## src/rtl/aud_rx_pkg.sv

```systemverilog
package aud_rx_pkg;
  typedef enum logic [1:0] {
    FMT_RJ16 = 2'b00,
    FMT_RJ24 = 2'b01,
    FMT_LJ   = 2'b10,
    FMT_I2S  = 2'b11
  } fmt_e;
endpackage

```

## src/rtl/aud_lr_track.sv

```systemverilog
module aud_lr_track (
  input  logic clk,
  input  logic rst,
  input  logic lrck,
  input  logic is_i2s,
  output logic edge_o,
  output logic ended_right
);
  logic lr_s1, lr_s2;

  always_ff @(posedge clk) begin
    if (rst) begin
      lr_s1 <= 1'b0;
      lr_s2 <= 1'b0;
    end else begin
      lr_s1 <= lrck;
      lr_s2 <= lr_s1;
    end
  end

  // I2S frames start one bit later, so its transition is seen on the delayed copy
  always_comb begin
    if (is_i2s) begin
      edge_o      = (lr_s1 != lr_s2);
      ended_right = lr_s2;
    end else begin
      edge_o      = (lrck != lr_s1);
      ended_right = ~lr_s1;
    end
  end
endmodule

```

## src/rtl/aud_word_cap.sv

```systemverilog
module aud_word_cap
  import aud_rx_pkg::*;
#(
  parameter int WORD_W  = 24,
  parameter int SHORT_W = 16
) (
  input  logic              clk,
  input  logic              rst,
  input  logic              sd,
  input  logic              edge_i,
  input  fmt_e              fmt,
  output logic [WORD_W-1:0] word_o
);
  localparam int CW  = $clog2(WORD_W + 1);
  localparam int PAD = WORD_W - SHORT_W;

  logic [WORD_W-1:0] shreg;
  logic [WORD_W-1:0] cap;
  logic [CW-1:0]     cnt;

  always_ff @(posedge clk) begin
    if (rst) begin
      shreg <= '0;
      cap   <= '0;
      cnt   <= '0;
    end else begin
      shreg <= {shreg[WORD_W-2:0], sd};
      if (edge_i) begin
        cap <= {sd, {(WORD_W-1){1'b0}}};
        cnt <= CW'(1);
      end else if (cnt < CW'(WORD_W)) begin
        for (int i = 0; i < WORD_W; i++) begin
          if (cnt == CW'(WORD_W - 1 - i)) cap[i] <= sd;
        end
        cnt <= cnt + CW'(1);
      end
    end
  end

  always_comb begin
    case (fmt)
      FMT_RJ24: word_o = shreg;
      FMT_RJ16: word_o = {shreg[SHORT_W-1:0], {PAD{1'b0}}};
      default:  word_o = cap;
    endcase
  end

  AST_CNT_BOUND: assert property (@(posedge clk) disable iff (rst)
    cnt <= CW'(WORD_W));
endmodule

```

## src/rtl/aud_serial_rx.sv

```systemverilog
module aud_serial_rx
  import aud_rx_pkg::*;
#(
  parameter int WORD_W  = 24,
  parameter int SHORT_W = 16
) (
  input  logic              clk,
  input  logic              rst,
  input  logic              wake,
  input  logic [1:0]        fmt,
  input  logic              lrck,
  input  logic              sdata,
  output logic [WORD_W-1:0] smp_data,
  output logic              smp_right,
  output logic              smp_valid
);
  fmt_e              fmt_q;
  logic              synced;
  logic              lr_edge;
  logic              lr_right;
  logic [WORD_W-1:0] word;

  aud_lr_track u_lr (
    .clk(clk), .rst(rst), .lrck(lrck),
    .is_i2s(fmt_q == FMT_I2S),
    .edge_o(lr_edge), .ended_right(lr_right)
  );

  aud_word_cap #(.WORD_W(WORD_W), .SHORT_W(SHORT_W)) u_cap (
    .clk(clk), .rst(rst), .sd(sdata), .edge_i(lr_edge),
    .fmt(fmt_q), .word_o(word)
  );

  always_ff @(posedge clk) begin
    if (rst) begin
      fmt_q     <= FMT_RJ16;
      synced    <= 1'b0;
      smp_valid <= 1'b0;
      smp_data  <= '0;
      smp_right <= 1'b0;
    end else begin
      smp_valid <= 1'b0;
      if (!wake) begin
        fmt_q  <= fmt_e'(fmt);
        synced <= 1'b0;
      end else if (lr_edge) begin
        synced <= 1'b1;
        if (synced) begin
          smp_valid <= 1'b1;
          smp_data  <= word;
          smp_right <= lr_right;
        end
      end
    end
  end

  AST_FMT_FROZEN: assert property (@(posedge clk) disable iff (rst)
    (wake && $past(wake)) |-> (fmt_q == $past(fmt_q)));
  AST_QUIET_STBY: assert property (@(posedge clk) disable iff (rst)
    !wake |=> !smp_valid);
  AST_SYNC_FIRST: assert property (@(posedge clk) disable iff (rst)
    smp_valid |-> $past(synced));
  AST_RJ16_LOW: assert property (@(posedge clk) disable iff (rst)
    (smp_valid && fmt_q == FMT_RJ16) |-> (smp_data[WORD_W-SHORT_W-1:0] == '0));
  AST_DATA_HOLD: assert property (@(posedge clk) disable iff (rst)
    !smp_valid |-> $stable(smp_data));
endmodule

```

## config.mk

```make
export PLATFORM = sky130hd
export DESIGN_NAME = aud_serial_rx
export DESIGN_NICKNAME = d
export VERILOG_FILES = /design/src/rtl/aud_rx_pkg.sv /design/src/rtl/aud_lr_track.sv /design/src/rtl/aud_word_cap.sv /design/src/rtl/aud_serial_rx.sv
export SDC_FILE = /design/constraint.sdc
export NUM_CORES = 1
export LEC_CHECK = 0
export ABC_AREA = 1
export BUFFER_PORTS_ARGS = -buffer_cell sky130_fd_sc_hd__buf_2
export CELL_PAD_IN_SITES_DETAIL_PLACEMENT = 0
export CELL_PAD_IN_SITES_GLOBAL_PLACEMENT = 1
export CORE_ASPECT_RATIO = 1.4
export CORE_UTILIZATION = 35
export CTS_CLUSTER_SIZE = 24
export DETAILED_ROUTE_END_ITERATION = 7
export PLACE_DENSITY_LB_ADDON = 0.2
export SETUP_SLACK_MARGIN = 0.02
export SYNTH_ARGS = -nofsm -noshare
export SYNTH_HDL_FRONTEND = slang
export SYNTH_SLANG_ARGS = --single-unit
```

## constraint.sdc

```tcl
create_clock -name clk -period 1.7 [get_ports clk]
set_clock_uncertainty 0.05 [all_clocks]
set_input_delay 0.51 -clock clk [delete_from_list [all_inputs] [get_ports clk]]
set_output_delay 0.51 -clock clk [all_outputs]
set_load 0.02 [all_outputs]
```

; ---- Word-level counts from Yosys, hierarchy flattened
; Index checks and enable logic that the tools add are counted.
; Widths: inputs -> output; s select.
[totals]
register_bits = 84
in_bits = 7
out_inout_bits = 26
elab_cells = 130
[op_classes]
addsub = 1
order_cmp = 1
eq_ne = 27
muxes = 32
bitwise_logic = 3
n_reduce_logical = 32
[ops]
columns = cell, count
row1 = $mux 24, 2
row2 = $pmux 24 s2, 1
row3 = $reduce_and 2->1, 24
row4 = $eq 5x4->1 const B, 8
row5 = $eq 5x5->1 const B, 8
row6 = $mux 1, 29
row7 = $eq 5x3->1 const B, 4
row8 = $eq 5x2->1 const B, 2
row9 = $add 5x1->5 const B, 1
row10 = $eq 5x1->1 const B, 1
row11 = $logic_not 5->1, 1
row12 = $lt 5x5->1 const B, 1
row13 = $reduce_bool 2->1, 2
row14 = $reduce_or 2->1, 2
row15 = $not 1->1, 3
row16 = $reduce_and 3->1, 1
row17 = $reduce_or 3->1, 1
row18 = $eq 2x1->1 const B, 1
row19 = $eq 2x2->1 const B, 1
row20 = $logic_not 2->1, 1
row21 = $ne 1x1->1, 2

; ---- Longest topological paths before layout
[logic_depth]
ltp_word = 4
mapped_depth = 9
depth_no_buf = 8

; ---- Hierarchy
; From an unflattened synthesis, not the netlist that was laid out.
[unflattened]
cells_unflattened = 516
area_unflattened_um2 = 3590.9
[by_module_without_submodules]
columns = module, n_inst, cells_per_inst, area_per_inst_um2
row1 = aud_word_cap, 1, 327, 2324.7
row2 = aud_serial_rx, 1, 175, 1176.1
row3 = aud_lr_track, 1, 14, 90.1

; ---- Worst setup path after synthesis
; OpenSTA, ideal clock, no wires.
[synth_path]
path_kind = reg2reg
start = reg u_cap.cnt[0]
end = reg u_cap.cap[13]
t_arrival_ns = 1.237
path_slack_ns = 0.347
path_stages_with_launch = 7
path_buffers = 0
period_less_slack_ns = 1.353
path_cell_list = dfxtp_1 inv_1 ha_1 inv_1 nor2_1 nand3_1 a21oi_2
[synth_via]
elab_chain_len = 2
elab_cells_between_ends = 3
[synth_rtl]
columns = item, line
row1 = start: declaration, aud_word_cap.sv:19  ; logic [CW-1:0] cnt;
row2 = start signal: assignment, aud_word_cap.sv:35  ; cnt <= cnt + CW'(1);
row3 = $lt 5x5->1 or $eq 5x4->1 (tied branches), "aud_word_cap.sv:31, aud_word_cap.sv:33"
row4 = $reduce_and 2->1 (no line) (*), n/a
row5 = end signal: assignment, aud_word_cap.sv:29  ; cap <= {sd, {(WORD_W-1){1'b0}}};
row6 = end: declaration, aud_word_cap.sv:18  ; logic [WORD_W-1:0] cap;
; Mark *: on every way between the ends. The rest lies on a longest branch, timed or not.
; A chain may end at the register's enable or synchronous reset.

; ---- Worst setup path after layout
[layout_path]
start = reg fmt_q[1]
end = reg smp_data[3]
[layout_via]
elab_chain_len = 3
elab_cells_between_ends = 6
[layout_rtl]
columns = item, line
row1 = start: declaration, aud_serial_rx.sv:17  ; fmt_e fmt_q;
row2 = start signal: assignment, aud_serial_rx.sv:44  ; fmt_q <= fmt_e'(fmt);
row3 = $eq 2x2->1, aud_serial_rx.sv:25  ; .is_i2s(fmt_q == FMT_I2S),
row4 = $mux 1, aud_lr_track.sv:23  ; if (is_i2s) begin
row5 = $reduce_and 3->1 (no line), n/a
row6 = end signal: assignment, aud_serial_rx.sv:50  ; smp_data <= word;
row7 = end: declaration, aud_serial_rx.sv:13  ; output logic [WORD_W-1:0] smp_data,
; Several ways; a longest one is shown, not always the timed one.

==> results.txt <==
- Result of the run: finished clean
- TritonRoute pass-1 iters: 5
- A synthesized cell averages ~6.8 sq um.
- 33 I/O pins were placed.
- The finished cells cover between 4000 and 5000 sq um.
* Wire length of the first global-routing pass: 14.9 mm
- Vias in the first global route: between 3k and 4k
- Of the total power, the share spent switching nets is 24.7%.
- Setup violation total in the final timing report: 0
- From synthesis to final layout, the design area changed by 14.9%.
- Height of the chip: around 130 microns
* Maximum achievable frequency: 664 MHz
- Internal power comes to approximately 3200 uW.
- STA classifies the critical path startpoint as a flip-flop.
* Worst voltage drop across the vdd grid: about 0.55 mV
- Number of buffers added for setup after CTS: 0
- Number of nets in the finished design: approximately 630
- Global route overflow: 0
- Crit. End Element: flip-flop
- Of the cells placed in the final design, the portion with a size suffix greater than 1 is between 10% and 20%.
- Width of the die: just over 90 microns
- Async set-reset flop share out of synthesis: 0%
* Post-DR vias/cell: about 4.4
* Worst path required time: ~1.9 ns
- CTS tree: yes
- The tool flagged a number of max-cap violations equal to 0.
- Minimum clock period: 1.51 ns
* Via count: between 3k and 4k
* Relative slew margins: around two thirds
- Critical path capture point: smp_data[3]
* Port Buffer Count: 32
- Leakage power figure: 0.00198 uW
- Power share of the sequential group: roughly half
* Latest clock arrival within the worst-skew pair: ~0.33 ns
- Fin. Hold Viols: 0
- In this run, CTS created clock tree buffers numbering 9.
- Routability-driven placement finished with a final weighted congestion of between 0.7 and 0.8.
- Counting flops and latches in the post-synthesis netlist gives 84.
* Routed len/inst: 11.7 microns
- The floorplan step defined a die boundary enclosing roughly 12000 sq um.
* Max Slew Vio Count: 0
* Number of warning messages in the yosys log: 0
- Routed Antenna Nets: 0
* Capture instance of the worst register-to-register path: smp_data[3]
- Most common cell after layout, fill and taps aside: nand2_1
* Met2 capacity usage during global routing: 27.2%
- Antenna violations before repair: 0
- PwrDens: 915 nW/um^2
- Number of diodes added for antenna fixing: 0
* Site Rows: 45
* HPWL after detailed placement: between 6 and 7 mm
- Setup repair after global routing left no endpoint under its margin.
* Final core utilization: 41.8%
- Synth cell types: 27
* Fraction of met3 tracks used by global routing: approximately 3.1%
- Across all register-to-register paths, the minimum setup slack is slightly below 0.2 ns.
- The initial utilization of the core area, before any placement, comes to between 30% and 40%.
- The worst register-to-register path has a depth of 9.
* Hold Path Class: input port to flip-flop
- Maximum fanout count along the critical path: 28
- Core area: 11000 sq um
* Path type of the worst setup path: flip-flop to flip-flop
- Hold Buf Count CTS: 0
* Post-cts repair resize count: 0
- Commonest non-fill, non-tap cells in the layout: nand2_1 (144), nor2_1 (94), inv_1 (91)
* Standard cell with the maximum stage delay on the critical path: dfxtp_1
- Entering global routing, the biggest net connects 31 pins.
- Counting every net in the synthesized netlist gives 603.
- The cell sitting at the root of the clock tree is a clkbuf_16.
- In this run, the clock network consumes between 40% and 50% of the power.
* Total GRT Usage: roughly 16%
* Met1 capacity usage during global routing: 20.0%
- Post-synth EDFFs: 0
- The H-tree was split into 3 levels.
- Cell Area, Synth: between 4000 and 5000 sq um
- Critical path cell sequence: buf_12 > nand2_2 > nand2_1 > nand3_1 > nand2_2 > buf_12 > nand3_1 > nand2_1 > nor2_1
- Share of synthesized area occupied by flip-flops and latches: roughly 42%
- Accumulated negative setup slack: 0 ns
* Fill cells: between 1k and 1.5k
* Maximum buffer depth of the clock tree: 2
- Placed Area: 4330 sq um
- For the pin with the worst max-slew slack, the measured transition is 0.469 ns.
* Sw Pwr: 1040 uW
- Of the total power, combinational logic draws 9.6%.
- Hold WS: between 0.3 and 0.4 ns
- Synthesized instance count: 590
- The final layout contains routed wiring with a total length of between 8 and 9 mm.
* Final critical-path share of the clock period: approximately nine tenths
- Arrival time reported for the critical path endpoint: around 1.7 ns
- Max stage delay on crit path: a little under 0.4 ns
- Clock transition time at the flip-flop clock pins of the worst setup and hold paths: roughly 0.060 ns
- After the first detailed-routing iteration, the DRC count stood at between 150 and 200.
- After global routing, the most crowded layer is met2.
* DRC violation count after routing: 0
* Crit Reg-Reg Startpoint: fmt_q[1]
- Clock sink count: 84
- Top_reg_cell synth: dfxtp_1
* Worst Setup SP: fmt_q[1]
[flip-flops by register name, summed over array words and instances (netlist names)]
register     cells
smp_data        24
synced           1
fmt_q            2
u_cap.shreg     24
u_cap.cnt        5
u_lr.lr_s2       1
smp_valid        1
u_cap.cap       24
smp_right        1
u_lr.lr_s1       1
[synthesized netlist by cell type, drive strengths merged, types with 6 or more instances]
cell type	count	area share, %
buf	21	3.7
nand3	72	9.8
dfxtp	84	42
clkbuf	7	0.69
a21oi	27	5.1
inv	102	9.6
nor2	95	9.0
ha	6	1.9
nand4	8	1.3
nand2	149	14
o21ai	13	1.6
[stage by stage]
stage	setup slack, ns	power (uW)	instances
global route	0.0261	4400	767
finish	0.193	4200	767
detailed placement	0.133	2480	751
CTS	0.170	4270	767
floorplan	0.347	2370	590
global placement	0.162	2480	751
[routing by layer]
| layer | vias to the layer above | part of all wire [%] |
|---|---|---|
| met5 | - | 0 |
| met4 | 0 | 1.6 |
| met3 | 9 | 3.0 |
| met2 | 48 | 48 |
| met1 | 1464 | 48 |
| li1 | 1850 | - |
[logic make-up (layout without fill, tap and decap cells)]
logic type	after synthesis	in the layout	share of synthesized area, %
buffers and inverters	132	168	14.2
XOR/XNOR	2	2	0.438
flip-flops	84	84	42.0
AO/OA/AOI/OAI	41	41	6.88
adder cells (fa/ha/maj)	6	6	1.88
AND/OR/NAND/NOR	325	325	34.6
[power groups by stage]
stage          registers (uW)  clock network, uW  logic (uW)
2_1_floorplan            2090                  0         273
4_1_cts                  2030               1830         409
3_3_place_gp             2070                  0         406
6_report                 2030               1770         402
3_5_place_dp             2080                  0         407
5_1_grt                  2040               1910         452
[area by class of cell]
type	instances	area [sq um]	share of cell area (%)
Clock buffer	14	254	5.53
Timing Repair Buffer	48	330	7.19
Multi-Input combinational cell	374	1750	38.1
Tap cell	141	176	3.84
Inverter	104	390	8.50
Clock inverter	2	10.0	0.218
Sequential cell	84	1680	36.6
[how the worst min path moves through the flow]
stage | start | end | slack (ns) | depth (start not counted)
floorplan | u_cap.shreg[16] | u_cap.shreg[17] | 0.35 | 2
global placement | u_cap.shreg[21] | u_cap.shreg[22] | 0.36 | 2
detailed placement | u_cap.shreg[18] | u_cap.shreg[19] | 0.36 | 2
CTS | rst | u_cap.shreg[0] | 0.32 | 2
global route | rst | u_cap.shreg[0] | 0.33 | 2
finish | rst | u_cap.shreg[0] | 0.32 | 2
[worst max-delay path: cells and delay by family (launching register included)]
| kind | cells | cell delay [ns] |
|---|---|---|
| AND/OR/NAND/NOR | 7 | 0.60 |
| flip-flops | 1 | 0.39 |
| buffers and inverters | 2 | 0.37 |
Power figures use the tool's default switching activity.
